File: src/rtl/zbank_pkg.sv
package zbank_pkg;

  // Snapshot of the Z80 control strobes, all active low.
  typedef struct packed {
    logic mreq_n;
    logic iorq_n;
    logic rd_n;
    logic wr_n;
    logic m1_n;
  } zb_bus_t;

  // Decoded cycle kinds produced by the strobe decoder.
  typedef struct packed {
    logic mem_cyc;
    logic mem_rd;
    logic mem_wr;
    logic io_wr_hit;
    logic io_rd_hit;
  } zb_cyc_t;

endpackage

File: src/rtl/zbank_decode.sv
module zbank_decode
  import zbank_pkg::*;
#(
  parameter int IO_AW = 8,
  parameter logic [IO_AW-1:0] SEL_PORT = 8'h1F
) (
  input  zb_bus_t          bus,
  input  logic [IO_AW-1:0] io_addr,
  output zb_cyc_t          cyc
);

  logic port_match;
  logic io_plain;

  always_comb begin
    port_match = (io_addr == SEL_PORT);
    // An I/O cycle with M1 high is a real port access. With M1 low it is
    // an interrupt acknowledge and must not reach the select register.
    io_plain   = !bus.iorq_n && bus.m1_n;

    cyc.mem_cyc   = !bus.mreq_n && bus.iorq_n;
    cyc.mem_rd    = cyc.mem_cyc && !bus.rd_n;
    cyc.mem_wr    = cyc.mem_cyc && !bus.wr_n;
    cyc.io_wr_hit = io_plain && !bus.wr_n && port_match;
    cyc.io_rd_hit = io_plain && !bus.rd_n && port_match;
  end

endmodule

File: src/rtl/zbank_sel_reg.sv
module zbank_sel_reg #(
  parameter int DATA_W = 8,
  parameter logic [DATA_W-1:0] RST_VAL = '0
) (
  input  logic              clk,
  input  logic              rst_n,
  input  logic              load,
  input  logic [DATA_W-1:0] wdata,
  input  logic              rd_hit,
  output logic [DATA_W-1:0] sel_q,
  output logic [DATA_W-1:0] rdata,
  output logic              rdata_oe
);

  always_ff @(posedge clk or negedge rst_n) begin
    if (!rst_n) begin
      sel_q <= RST_VAL;
    end else if (load) begin
      sel_q <= wdata;
    end
  end

  always_comb begin
    rdata_oe = rd_hit;
    rdata    = rd_hit ? sel_q : '0;
  end

endmodule

File: src/rtl/zbank_addr_map.sv
module zbank_addr_map #(
  parameter int ADDR_W = 16,
  parameter int BANK_W = 4,
  localparam int LOW_W = ADDR_W - 1,
  localparam int RAM_W = LOW_W + BANK_W
) (
  input  logic [ADDR_W-1:0] cpu_addr,
  input  logic [BANK_W-1:0] win_bank,
  output logic [RAM_W-1:0]  ram_addr
);

  localparam logic [BANK_W-1:0] COMMON_BANK = '1;

  logic [BANK_W-1:0] phys_bank;

  always_comb begin
    phys_bank = cpu_addr[ADDR_W-1] ? COMMON_BANK : win_bank;
    ram_addr  = {phys_bank, cpu_addr[LOW_W-1:0]};
  end

endmodule

File: src/rtl/zbank_ctrl.sv
module zbank_ctrl
  import zbank_pkg::*;
#(
  parameter int ADDR_W = 16,
  parameter int DATA_W = 8,
  parameter int BANK_W = 4,
  parameter int IO_AW  = 8,
  parameter logic [IO_AW-1:0] SEL_PORT = 8'h1F,
  localparam int RAM_W = ADDR_W - 1 + BANK_W
) (
  input  logic              clk,
  input  logic              rst_n,
  input  logic [ADDR_W-1:0] cpu_addr,
  input  logic [DATA_W-1:0] cpu_data_in,
  input  logic              mreq_n,
  input  logic              iorq_n,
  input  logic              rd_n,
  input  logic              wr_n,
  input  logic              m1_n,
  output logic [RAM_W-1:0]  ram_addr,
  output logic              ram_ce_n,
  output logic              ram_oe_n,
  output logic              ram_we_n,
  output logic [DATA_W-1:0] cpu_data_out,
  output logic              cpu_data_oe
);

  zb_bus_t           bus;
  zb_cyc_t           cyc;
  logic [DATA_W-1:0] sel_q;

  always_comb begin
    bus.mreq_n = mreq_n;
    bus.iorq_n = iorq_n;
    bus.rd_n   = rd_n;
    bus.wr_n   = wr_n;
    bus.m1_n   = m1_n;
  end

  zbank_decode #(
    .IO_AW   (IO_AW),
    .SEL_PORT(SEL_PORT)
  ) dec_i (
    .bus    (bus),
    .io_addr(cpu_addr[IO_AW-1:0]),
    .cyc    (cyc)
  );

  zbank_sel_reg #(
    .DATA_W (DATA_W),
    .RST_VAL('0)
  ) sel_i (
    .clk     (clk),
    .rst_n   (rst_n),
    .load    (cyc.io_wr_hit),
    .wdata   (cpu_data_in),
    .rd_hit  (cyc.io_rd_hit),
    .sel_q   (sel_q),
    .rdata   (cpu_data_out),
    .rdata_oe(cpu_data_oe)
  );

  zbank_addr_map #(
    .ADDR_W(ADDR_W),
    .BANK_W(BANK_W)
  ) map_i (
    .cpu_addr(cpu_addr),
    .win_bank(sel_q[BANK_W-1:0]),
    .ram_addr(ram_addr)
  );

  always_comb begin
    ram_ce_n = !cyc.mem_cyc;
    ram_oe_n = !cyc.mem_rd;
    ram_we_n = !cyc.mem_wr;
  end

endmodule

File: config.mk
export PLATFORM = sky130hd
export DESIGN_NAME = zbank_ctrl
export DESIGN_NICKNAME = d
export VERILOG_FILES = /design/src/rtl/zbank_pkg.sv /design/src/rtl/zbank_decode.sv /design/src/rtl/zbank_sel_reg.sv /design/src/rtl/zbank_addr_map.sv /design/src/rtl/zbank_ctrl.sv
export SDC_FILE = /design/constraint.sdc
export NUM_CORES = 1
export LEC_CHECK = 0
export BUFFER_PORTS_ARGS = -buffer_cell sky130_fd_sc_hd__buf_2
export CAP_MARGIN = 20
export CORE_MARGIN = 10
export CORE_UTILIZATION = 35
export CTS_CLUSTER_SIZE = 28
export DETAILED_ROUTE_END_ITERATION = 12
export GPL_ROUTABILITY_DRIVEN = 1
export PLACE_DENSITY = 0.8
export RECOVER_POWER = 100
export SETUP_SLACK_MARGIN = 0.4
export SYNTH_ARGS = -nofsm -noshare
export SYNTH_HDL_FRONTEND = slang
export SYNTH_SLANG_ARGS = --single-unit
File: constraint.sdc
create_clock -name clk -period 5.2 [get_ports clk]
set_clock_uncertainty 0.2 [all_clocks]
set_input_delay 0.78 -clock clk [delete_from_list [all_inputs] [get_ports clk]]
set_output_delay 0.78 -clock clk [all_outputs]
set_load 0.02 [all_outputs]
==> run_results.csv, run 1 <==
group,metric,value,unit
global_route,grt_use_total,8.67,%
setup_path,path_cells,"clkbuf_1 -> or4b_1 -> nor4_1 -> and2_0 -> buf_2",
logic_synthesis,synth_compound_gate_area_share,0,%
drt,wl_met1,547,um
placement,dp.cells,100,
final_layout,finish.utilization,45.2,%
pwr,combPwrFrac,19.9,%
logic_synthesis,ys_seq_area_share,35.6,%
die,core_area,1510,sq um
global_route,grt_pass1_wl,2420,um
drt,ant_nets,0,
global_route,grt_overflow,0,
final_layout,top_register,"sel_i.sel_q",
drt,routed_wl,1750,um
logic_synthesis,synth_fp_nets,83,
clocking,clock_latency,250,ps
final_layout,largest_reg_flops,8,
pwr,ir_drop,0.106,mV
logic_synthesis,synthXorXnorAreaFrac,0,%
placement,dpl.hpwl,1560,um
setup_path,crit_family,"simple AND/OR/NAND/NOR gates",
timing,setup_violations,0,
die,rows,14,
global_route,grt_max_degree,10,
clocking,root_buffer,"clkbuf_4",
logic_synthesis,yosys.area_share.simple,28.4,%
logic_synthesis,synth.most_common_cell,"buf_4",
pwr,p_clk_share,33.9,%
drt,firstDrtPassIters,4,
final_layout,seqCellArea,200,sq um
pwr,powerDensity,203,nW/um^2
timing,tightestPinTransition,1520,ps
final_layout,reg_top3,"sel_i.sel_q x8",
setup_path,crit_type,"in2out",
pwr,p_leak,0.363,nW
clocking,h-tree-depth,1,
placement,gp_congestion,0.706,
clocking,clock_path_buffers,2,
timing,final-hold-violation-count,0,
setup_path,worstSetupStartpoint,"cpu_addr[5]",
clocking,cts_tree,"built",
setup_path,cp-end-kind,"output pin",
setup_path,r2r_slack,4240,ps
setup_path,cp_max_fo,9,
clocking,cts_setup_buffers,0,
logic_synthesis,synth.cell_area,563,sq um
drt,met3_length,390,um
die,die_area,3610,sq um
timing,fin_crit,3730,ps
clocking,postCtsHoldBufs,0,
clocking,cts_made_buffers,3,
die,dieWidth,60.1,um
timing,maxSlewViolCount,9,
drt,highest_layer,"met3",
final_layout,syn_to_final_growth,20.9,%
final_layout,antenna_cells,0,
drt,vias_per_cell,4.81,
timing,rsz0062_at_grt,"no",
pwr,swShare,27.0,%
pwr,switchingPower,0.0372,mW
logic_synthesis,yosys_warnings,0,
die,initial_core_util,37.4,%
logic_synthesis,async_reset_ff_share,100,%
setup_path,worst-r2r-cell-count,1,
setup_path,path_depth,5,
clocking,clkTransAtPathRegs,50,ps
timing,fmax,268,MHz
timing,slew-limit-headroom,-2.01,%
pwr,power.internal,0.101,mW
setup_path,reg2reg_to,"sel_i.sel_q[4]$_DFFE_PN0P_",
drt,drc_errors,0,
final_layout,multi_input_area,225,sq um
logic_synthesis,ys_top_cells_by_count,"buf_4, and2_1, dfrtp_1, mux2_2, or2_2",
setup_path,critPathLaunchType,"input pin",
logic_synthesis,ys_seq_elements,8,
final_layout,final_cells,103,
drt,wl_met2,813,um
placement,port_buffers,47,
global_route,grt_pass1_vias,516,
worst_hold_path,hp-class,"in2async",
clocking,cts_sinks,8,
logic_synthesis,netlist_top_cells_area,"dfrtp_1, buf_4, mux2_2",
outcome,violations,"max-capacitance violations, max-slew violations",
die,die_y,60.1,um
setup_path,cp_slowest_stage_delay,930,ps
drt,dr.first_iter.drc_count,17,
logic_synthesis,synth_cells,52,
drt,wl_per_cell,17.0,um
outcome,status,"finished with violations",
setup_path,r2r-start,"sel_i.sel_q[4]$_DFFE_PN0P_",
final_layout,n_fill_cell,160,
logic_synthesis,synth_top_family_by_area,"simple AND/OR/NAND/NOR gates",
logic_synthesis,synth.largest_area_cell,"dfrtp_1",
pwr,power_frac_seq,46.2,%
logic_synthesis,syn_area_per_cell,10.8,sq um
die,io_pins,62,
logic_synthesis,synth.area.mux_share,16.0,%
setup_path,worstPathArrival,2750,ps
logic_synthesis,synthDominantCellAreaShare,35.6,%
logic_synthesis,synthFlopType,"dfrtp_1",
timing,finalSetupTns,0,ps
logic_synthesis,ys_types,10,
global_route,antenna_found_initial,0,
logic_synthesis,synthAdderAreaFrac,0,%
job,cap_violations,1,
setup_path,cp_slowest_cell,"nor4_1",
timing,fin_crit_sh,71.7,%
final_layout,fin_nets,120,
setup_path,cp_num_buf_inv,2,
setup_path,critPathRequiredTime,4220,ps
clocking,post_cts_resized,0,
final_layout,drive_gt1_share,51.7,%
logic_synthesis,synth_enable_flop_cells,0,
drt,vias,495,
## logic make-up (layout without fill, tap and decap cells)
logic type / after synthesis / after routing
flops: 8 / 8
simple gates: 21 / 21
mux: 8 / 8
buf+inv: 15 / 50
## through the flow
stage	setup WS, ps	hold WS, ps	area (sq um)	total power [mW]
finish	1470	233	681	0.138
global route	1200	265	681	0.146
CTS	1790	159	728	0.144
detailed placement	1790	287	706	0.0956
global placement	1840	282	706	0.0945
floorplan	1880	272	563	0.0905
## how the worst max path moves through the flow
stage	end	slack [ps]
detailed placement	cpu_data_out[0]	1790
finish	cpu_data_out[0]	1470
global placement	cpu_data_out[7]	1840
floorplan	cpu_data_out[0]	1880
global route	cpu_data_out[1]	1200
CTS	cpu_data_out[7]	1790
## cell usage in the layout (no fill, tap or decap)
master,n
mux2_2,7
nand4_1,1
nor4_1,2
mux2_1,1
nand2b_1,3
dfrtp_1,8
or2_2,6
or4b_1,1
buf_2,29
clkbuf_1,18
and2_0,8
clkbuf_4,3
## power groups by stage
stage	logic [mW]	registers (mW)	clock network (mW)
after CTS	0.0309	0.0636	0.0491
after floorplan	0.0259	0.0646	0
after global placement	0.0298	0.0647	0
after detailed placement	0.0308	0.0648	0
after global routing	0.0305	0.0637	0.0522
final	0.0274	0.0637	0.0468
## metal layers
metal | vias up | GRT usage (%)
met1 | 225 | 7.52
li1 | 229 | -
met3 | 0 | 6.36
met2 | 41 | 15.1
met4 | 0 | 2.88
met5 | - | 0
## area by class of cell
class                      instances  share of cell area, %
multi-input combinational         29                   33.1
timing repair buffer              47                   31.2
sequential                         8                   29.4
clock buffer                       3                   3.31
tap                               16                   2.94
Power figures use the tool's default switching activity.
==> inputs of run 2 (changes only) <==
--- a/config.mk
+++ b/config.mk
@@ -5,14 +5,16 @@
 export SDC_FILE = /design/constraint.sdc
 export NUM_CORES = 1
 export LEC_CHECK = 0
+export ABC_AREA = 1
 export BUFFER_PORTS_ARGS = -buffer_cell sky130_fd_sc_hd__buf_2
 export CAP_MARGIN = 20
+export CORE_ASPECT_RATIO = 0.8
 export CORE_MARGIN = 10
-export CORE_UTILIZATION = 35
+export CORE_UTILIZATION = 33
 export CTS_CLUSTER_SIZE = 28
 export DETAILED_ROUTE_END_ITERATION = 12
 export GPL_ROUTABILITY_DRIVEN = 1
-export PLACE_DENSITY = 0.8
+export PLACE_DENSITY = 0.73
 export RECOVER_POWER = 100
 export SETUP_SLACK_MARGIN = 0.4
 export SYNTH_ARGS = -nofsm -noshare
==> constraint.sdc (replaced) <==
create_clock -name clk -period 3.4 [get_ports clk]
set_clock_uncertainty 0.2 [all_clocks]
set_input_delay 0.51 -clock clk [delete_from_list [all_inputs] [get_ports clk]]
set_output_delay 0.51 -clock clk [all_outputs]
set_load 0.02 [all_outputs]
==> run 2 against run 1 <==
Compared with the run above:
- the run now ends clean
- critical path type unchanged
- critical path depth increased by 2
- synthesized area increased by 22%
- highest routed layer is now met4
- global-route usage decreased by 0.13 points
==> run_results.csv, run 2 <==
group,metric,value,unit
outcome,status,"finished, final reports clean",
drt,vias_per_cell,4.20,
logic_synthesis,synthXorXnorAreaFrac,0,%
final_layout,fin_nets,157,
logic_synthesis,yosys.area_share.simple,46.1,%
clocking,cts_tree,"built",
worst_hold_path,hp-class,"reg2reg",
die,io_pins,62,
pwr,p_leak,0.441,nW
drt,dr.first_iter.drc_count,6,
drt,ant_nets,0,
die,die_y,60.7,um
placement,dpl.hpwl,1580,um
setup_path,r2r-start,"sel_i.sel_q[2]$_DFFE_PN0P_",
timing,fin_crit,2510,ps
logic_synthesis,async_reset_ff_share,100,%
logic_synthesis,synthDominantCellAreaShare,29.3,%
logic_synthesis,ys_types,14,
logic_synthesis,synth_cells,88,
drt,wl_per_cell,12.1,um
logic_synthesis,synthFlopType,"dfrtp_1",
setup_path,critPathLaunchType,"input pin",
die,die_area,4310,sq um
final_layout,antenna_cells,0,
final_layout,largest_reg_flops,8,
clocking,h-tree-depth,1,
logic_synthesis,synth_compound_gate_area_share,0,%
global_route,grt_pass1_vias,693,
final_layout,drive_gt1_share,33.9,%
logic_synthesis,ys_seq_elements,8,
die,dieWidth,70.9,um
logic_synthesis,syn_area_per_cell,7.78,sq um
timing,fin_ws,892,ps
placement,pre_cts_slack,1230,ps
global_route,grt_max_degree,11,
placement,place_area,837,sq um
logic_synthesis,synth.most_common_cell,"nand2_1",
logic_synthesis,synth_top_family_by_area,"simple AND/OR/NAND/NOR gates",
drt,firstDrtPassIters,4,
timing,slew-limit-headroom,62.2,%
clocking,clkTransAtPathRegs,50,ps
final_layout,seqCellArea,200,sq um
job,cap_violations,0,
timing,fmax,399,MHz
setup_path,worstPathArrival,1800,ps
final_layout,final_common_cell,"clkbuf_1",
global_route,grt_pass1_wl,2950,um
logic_synthesis,synth_fp_nets,119,
setup_path,cp-end-kind,"output pin",
final_layout,multi_input_area,280,sq um
global_route,grt_overflow,0,
clocking,cts_made_buffers,3,
timing,final-hold-violation-count,0,
logic_synthesis,synth.cell_area,684,sq um
logic_synthesis,yosys_warnings,0,
final_layout,reg_top3,"sel_i.sel_q x8",
final_layout,syn_to_final_growth,17.6,%
final_layout,final_cell_mix,"clkbuf_1, nand2_1, buf_2, inv_1",
clocking,clock_latency,260,ps
placement,port_buffers,47,
clocking,root_buffer,"clkbuf_4",
final_layout,n_fill_cell,234,
clocking,cts_setup_buffers,0,
worst_hold_path,hp-start,"sel_i.sel_q[5]$_DFFE_PN0P_",
setup_path,critPathRequiredTime,2690,ps
logic_synthesis,synthAdderAreaFrac,0,%
logic_synthesis,synth_enable_flop_cells,0,
clocking,clock_path_buffers,2,
setup_path,cp_max_fo,10,
drt,drc_errors,0,
timing,rsz0062_at_grt,"no",
logic_synthesis,netlist_top_cells_area,"dfrtp_1, buf_4, nand2_1",
placement,gp_congestion,0.756,
logic_synthesis,ys_top_cells_by_count,"nand2_1, buf_4, inv_1",
clocking,cts_sinks,8,
timing,tightestPinTransition,565,ps
logic_synthesis,synth.largest_area_cell,"dfrtp_1",
die,initial_core_util,35.5,%
setup_path,crit_type,"in2out",
die,rows,14,
final_layout,top_register,"sel_i.sel_q",
logic_synthesis,synth.area.mux_share,0,%
global_route,antenna_found_initial,0,
setup_path,worstSetupStartpoint,"cpu_addr[5]",
timing,finalSetupTns,0,ps
pwr,ir_drop,0.0976,mV
timing,fin_crit_sh,73.8,%
timing,maxSlewViolCount,0,
pwr,powerDensity,278,nW/um^2
timing,setup_violations,0,
drt,vias,621,
drt,routed_wl,1790,um
logic_synthesis,ys_seq_area_share,29.3,%
final_layout,design_area,805,sq um
die,core_area,1930,sq um
global_route,grt_use_total,8.54,%
final_layout,finish.utilization,41.8,%
## run 2: final cells by class
class / instances / share of cell area (%)
multi-input combinational: 50 / 34.8
timing repair buffer: 48 / 26.7
clock buffer: 3 / 2.80
tap: 24 / 3.73
inverter: 15 / 7.00
sequential: 8 / 24.9
## run 2: final timing paths
path                       cells after the start                         end  slack [ps]
max                                            7             cpu_data_out[2]         890
min                                            2  sel_i.sel_q[5]$_DFFE_PN0P_         270
max reg2reg                                    2  sel_i.sel_q[2]$_DFFE_PN0P_        2590
min reg2reg                                    2  sel_i.sel_q[5]$_DFFE_PN0P_         270
max in group asynchronous                      2  sel_i.sel_q[5]$_DFFE_PN0P_        2210
min in group asynchronous                      2  sel_i.sel_q[1]$_DFFE_PN0P_         490
## run 2: metrics by stage
step / power, mW / std cells / hold slack, ps
6_report: 0.224 / 148 / 267
5_1_grt: 0.235 / 148 / 300
4_1_cts: 0.230 / 148 / 271
3_5_place_dp: 0.156 / 144 / 159
3_3_place_gp: 0.154 / 144 / 155
2_1_floorplan: 0.148 / 88 / 14.4
## run 2: logic make-up after synthesis
group                  after synthesis
AND/OR/NAND/NOR                     50
buffers and inverters               30
flip-flops                           8
## run 2: metal layers
layer,track usage (%),wire [um],vias to the layer above
li1,-,-,325
met1,8.29,749,253
met2,13.4,774,36
met3,4.40,218,7
met4,7.71,48,0
met5,0,0,-
## run 2: critical path: stages
cell and delay [ps]:
buf_2 100, inv_1 60, nand2_2 80, nor2_8 170
nand3_1 390, nor2_2 220, clkbuf_1 270
## run 2: report_power, final
part           switching (mW)  internal (mW)  leakage, nW
registers            0.000718         0.0967        0.111
logic                  0.0332         0.0184        0.316
clock network          0.0340         0.0405       0.0138
total                  0.0680          0.156        0.441
## run 2: repair_timing
action / in CTS / in global routing
resized for setup: 0 / 0
hold buffers: 1 / 0
hold endpoints to repair: 8 / 0
setup endpoints to repair: 0 / 0
==> inputs of run 3 (changes only) <==
--- a/config.mk
+++ b/config.mk
@@ -5,12 +5,12 @@
 export SDC_FILE = /design/constraint.sdc
 export NUM_CORES = 1
 export LEC_CHECK = 0
-export ABC_AREA = 1
+export ABC_AREA = 0
 export BUFFER_PORTS_ARGS = -buffer_cell sky130_fd_sc_hd__buf_2
 export CAP_MARGIN = 20
 export CORE_ASPECT_RATIO = 0.8
 export CORE_MARGIN = 10
-export CORE_UTILIZATION = 33
+export CORE_UTILIZATION = 30
 export CTS_CLUSTER_SIZE = 28
 export DETAILED_ROUTE_END_ITERATION = 12
 export GPL_ROUTABILITY_DRIVEN = 1
==> constraint.sdc (replaced) <==
create_clock -name clk -period 2 [get_ports clk]
set_clock_uncertainty 0.2 [all_clocks]
set_input_delay 0.3 -clock clk [delete_from_list [all_inputs] [get_ports clk]]
set_output_delay 0.3 -clock clk [all_outputs]
set_load 0.02 [all_outputs]
==> run 3 against run 2 <==
Compared with the run above:
- the run now ends with negative setup slack left
- clock power grew 60%
- worst setup slack lost 930 ps
- sequential power grew 70%
- cell area grew 14%
- cell count shrank 20%
- largest power group unchanged
- highest routed layer unchanged
==> run_results.csv, run 3 (synthesis results as in run 1) <==
group,metric,value,unit
drt,ant_nets,0,
global_route,antenna_found_initial,0,
global_route,grt_pass1_wl,2920,um
drt,drc_errors,0,
clocking,cts_made_buffers,3,
final_layout,finish.utilization,53.8,%
job,cap_violations,0,
drt,dr.first_iter.drc_count,5,
placement,dpl.hpwl,1580,um
outcome,status,"finished with violations",
timing,setup_violations,8,
timing,fin_crit_sh,102,%
pwr,swShare,26.7,%
global_route,grt_pass1_vias,596,
placement,gp_congestion,0.771,
drt,firstDrtPassIters,3,
setup_path,cp_max_fo,5,
clocking,clock_latency,250,ps
timing,tightestPinTransition,423,ps
pwr,power_frac_seq,44.6,%
die,core_area,1710,sq um
setup_path,critPathRequiredTime,1500,ps
pwr,ir_drop,0.265,mV
pwr,switchingPower,0.0994,mW
timing,fmax,491,MHz
pwr,p_clk_share,32.0,%
final_layout,fin_nets,129,
clocking,clkTransAtPathRegs,50,ps
clocking,cts_sinks,8,
die,die_area,4020,sq um
pwr,power.internal,0.273,mW
final_layout,final_cell_mix,"buf_2, buf_6, clkbuf_1, and2_4, dfrtp_1",
timing,final-hold-violation-count,0,
final_layout,top_register,"sel_i.sel_q",
timing,finalSetupTns,-253,ps
final_layout,final_cells,118,
pwr,p_leak,0.476,nW
final_layout,antenna_cells,0,
timing,whs,77.1,ps
pwr,powerDensity,405,nW/um^2
outcome,violations,"negative setup slack",
setup_path,crit_type,"in2out",
setup_path,critPathLaunchType,"input pin",
global_route,grt_max_degree,9,
clocking,cts_tree,"built",
final_layout,syn_to_final_growth,63.3,%
die,initial_core_util,33.0,%
final_layout,drive_gt1_share,75.0,%
timing,rsz0062_at_grt,"yes",
placement,port_buffers,47,
timing,fin_crit,2040,ps
drt,vias,507,
drt,routed_wl,1900,um
drt,vias_per_cell,4.30,
worst_hold_path,hp-class,"in2reg",
die,rows,13,
final_layout,largest_reg_flops,8,
die,dieWidth,68.4,um
clocking,root_buffer,"clkbuf_4",
clocking,clock_path_buffers,2,
global_route,grt_overflow,0,
clocking,h-tree-depth,1,
timing,fin_ws,-38.0,ps
timing,slew-limit-headroom,71.8,%
global_route,grt_use_total,9.77,%
setup_path,worstPathArrival,1540,ps
die,die_y,58.8,um
timing,maxSlewViolCount,0,
setup_path,cp-end-kind,"output pin",
final_layout,final_common_cell,"buf_2",
final_layout,reg_top3,"sel_i.sel_q x8",
pwr,p_total,0.372,mW
placement,dp.cells,108,
pwr,combPwrFrac,23.4,%
drt,wl_per_cell,16.1,um
die,io_pins,62,
run 3: cell types whose count changed in the layout (fill, tap and decap cells not counted), moves of 4 or more:
cell	previous run	this run
nand2_1	23	0
inv_1	14	0
clkbuf_1	24	11
buf_6	0	12
and2_4	0	8
nor2_2	8	0
buf_4	0	7
mux2_4	0	7
nand4_1	8	1
or2_2	2	6
run 3: worst max-delay path, cell delays in order:
cell    delay, ps
buf_6          90
or4b_4        550
nor4_4        170
buf_4         180
and2_4        140
buf_6         110
run 3: stage by stage:
stage	area, sq um	setup slack [ps]
after CTS	907	-39.3
final	920	-38.0
after detailed placement	785	-170
after global placement	785	-148
after global routing	920	-112
after floorplan	607	-144
run 3: final cells by class:
cell class / count / area (sq um)
tap: 22 / 27.5
fill: 156 / 788
sequential: 8 / 200
multi-input combinational: 29 / 305
timing repair buffer: 56 / 364
clock buffer: 3 / 22.5
run 3: worst paths after layout:
check	cells after the start	startpoint	slack (ps)	to
hold reg to reg	1	sel_i.sel_q[6]$_DFFE_PN0P_	330	sel_i.sel_q[6]$_DFFE_PN0P_
setup reg to reg	2	sel_i.sel_q[2]$_DFFE_PN0P_	920	sel_i.sel_q[2]$_DFFE_PN0P_
setup / recovery	6	cpu_addr[6]	-40	cpu_data_out[6]
max in group asynchronous	2	rst_n	1010	sel_i.sel_q[4]$_DFFE_PN0P_
min in group asynchronous	2	rst_n	290	sel_i.sel_q[7]$_DFFE_PN0P_
hold / removal	2	cpu_data_in[6]	80	sel_i.sel_q[6]$_DFFE_PN0P_
run 3: metal layers:
metal  GRT usage (%)  part of all wire (%)  vias up
li1                -                     -      245
met1            8.18                    32      242
met2            18.1                    58       16
met3            6.24                   8.8        4
met4            3.15                   1.6        0
met5               0                     0        -
run 3: power groups by stage:
| stage | Combinational [mW] | Clock, mW | Sequential, mW |
|---|---|---|---|
| after floorplan | 0.0695 | 0 | 0.168 |
| after global placement | 0.0799 | 0 | 0.169 |
| after detailed placement | 0.0824 | 0 | 0.169 |
| after CTS | 0.0870 | 0.126 | 0.166 |
| after global routing | 0.0940 | 0.134 | 0.166 |
| final | 0.0872 | 0.119 | 0.166 |
run 3: repair_timing:
action	CTS	global route
hold buffers	1	0
endpoints found under the hold margin	8	0
setup buffers	3	2
endpoints found under the setup margin	19	21
pin swaps	7	4
cloned	1	0
resized for setup	22	17
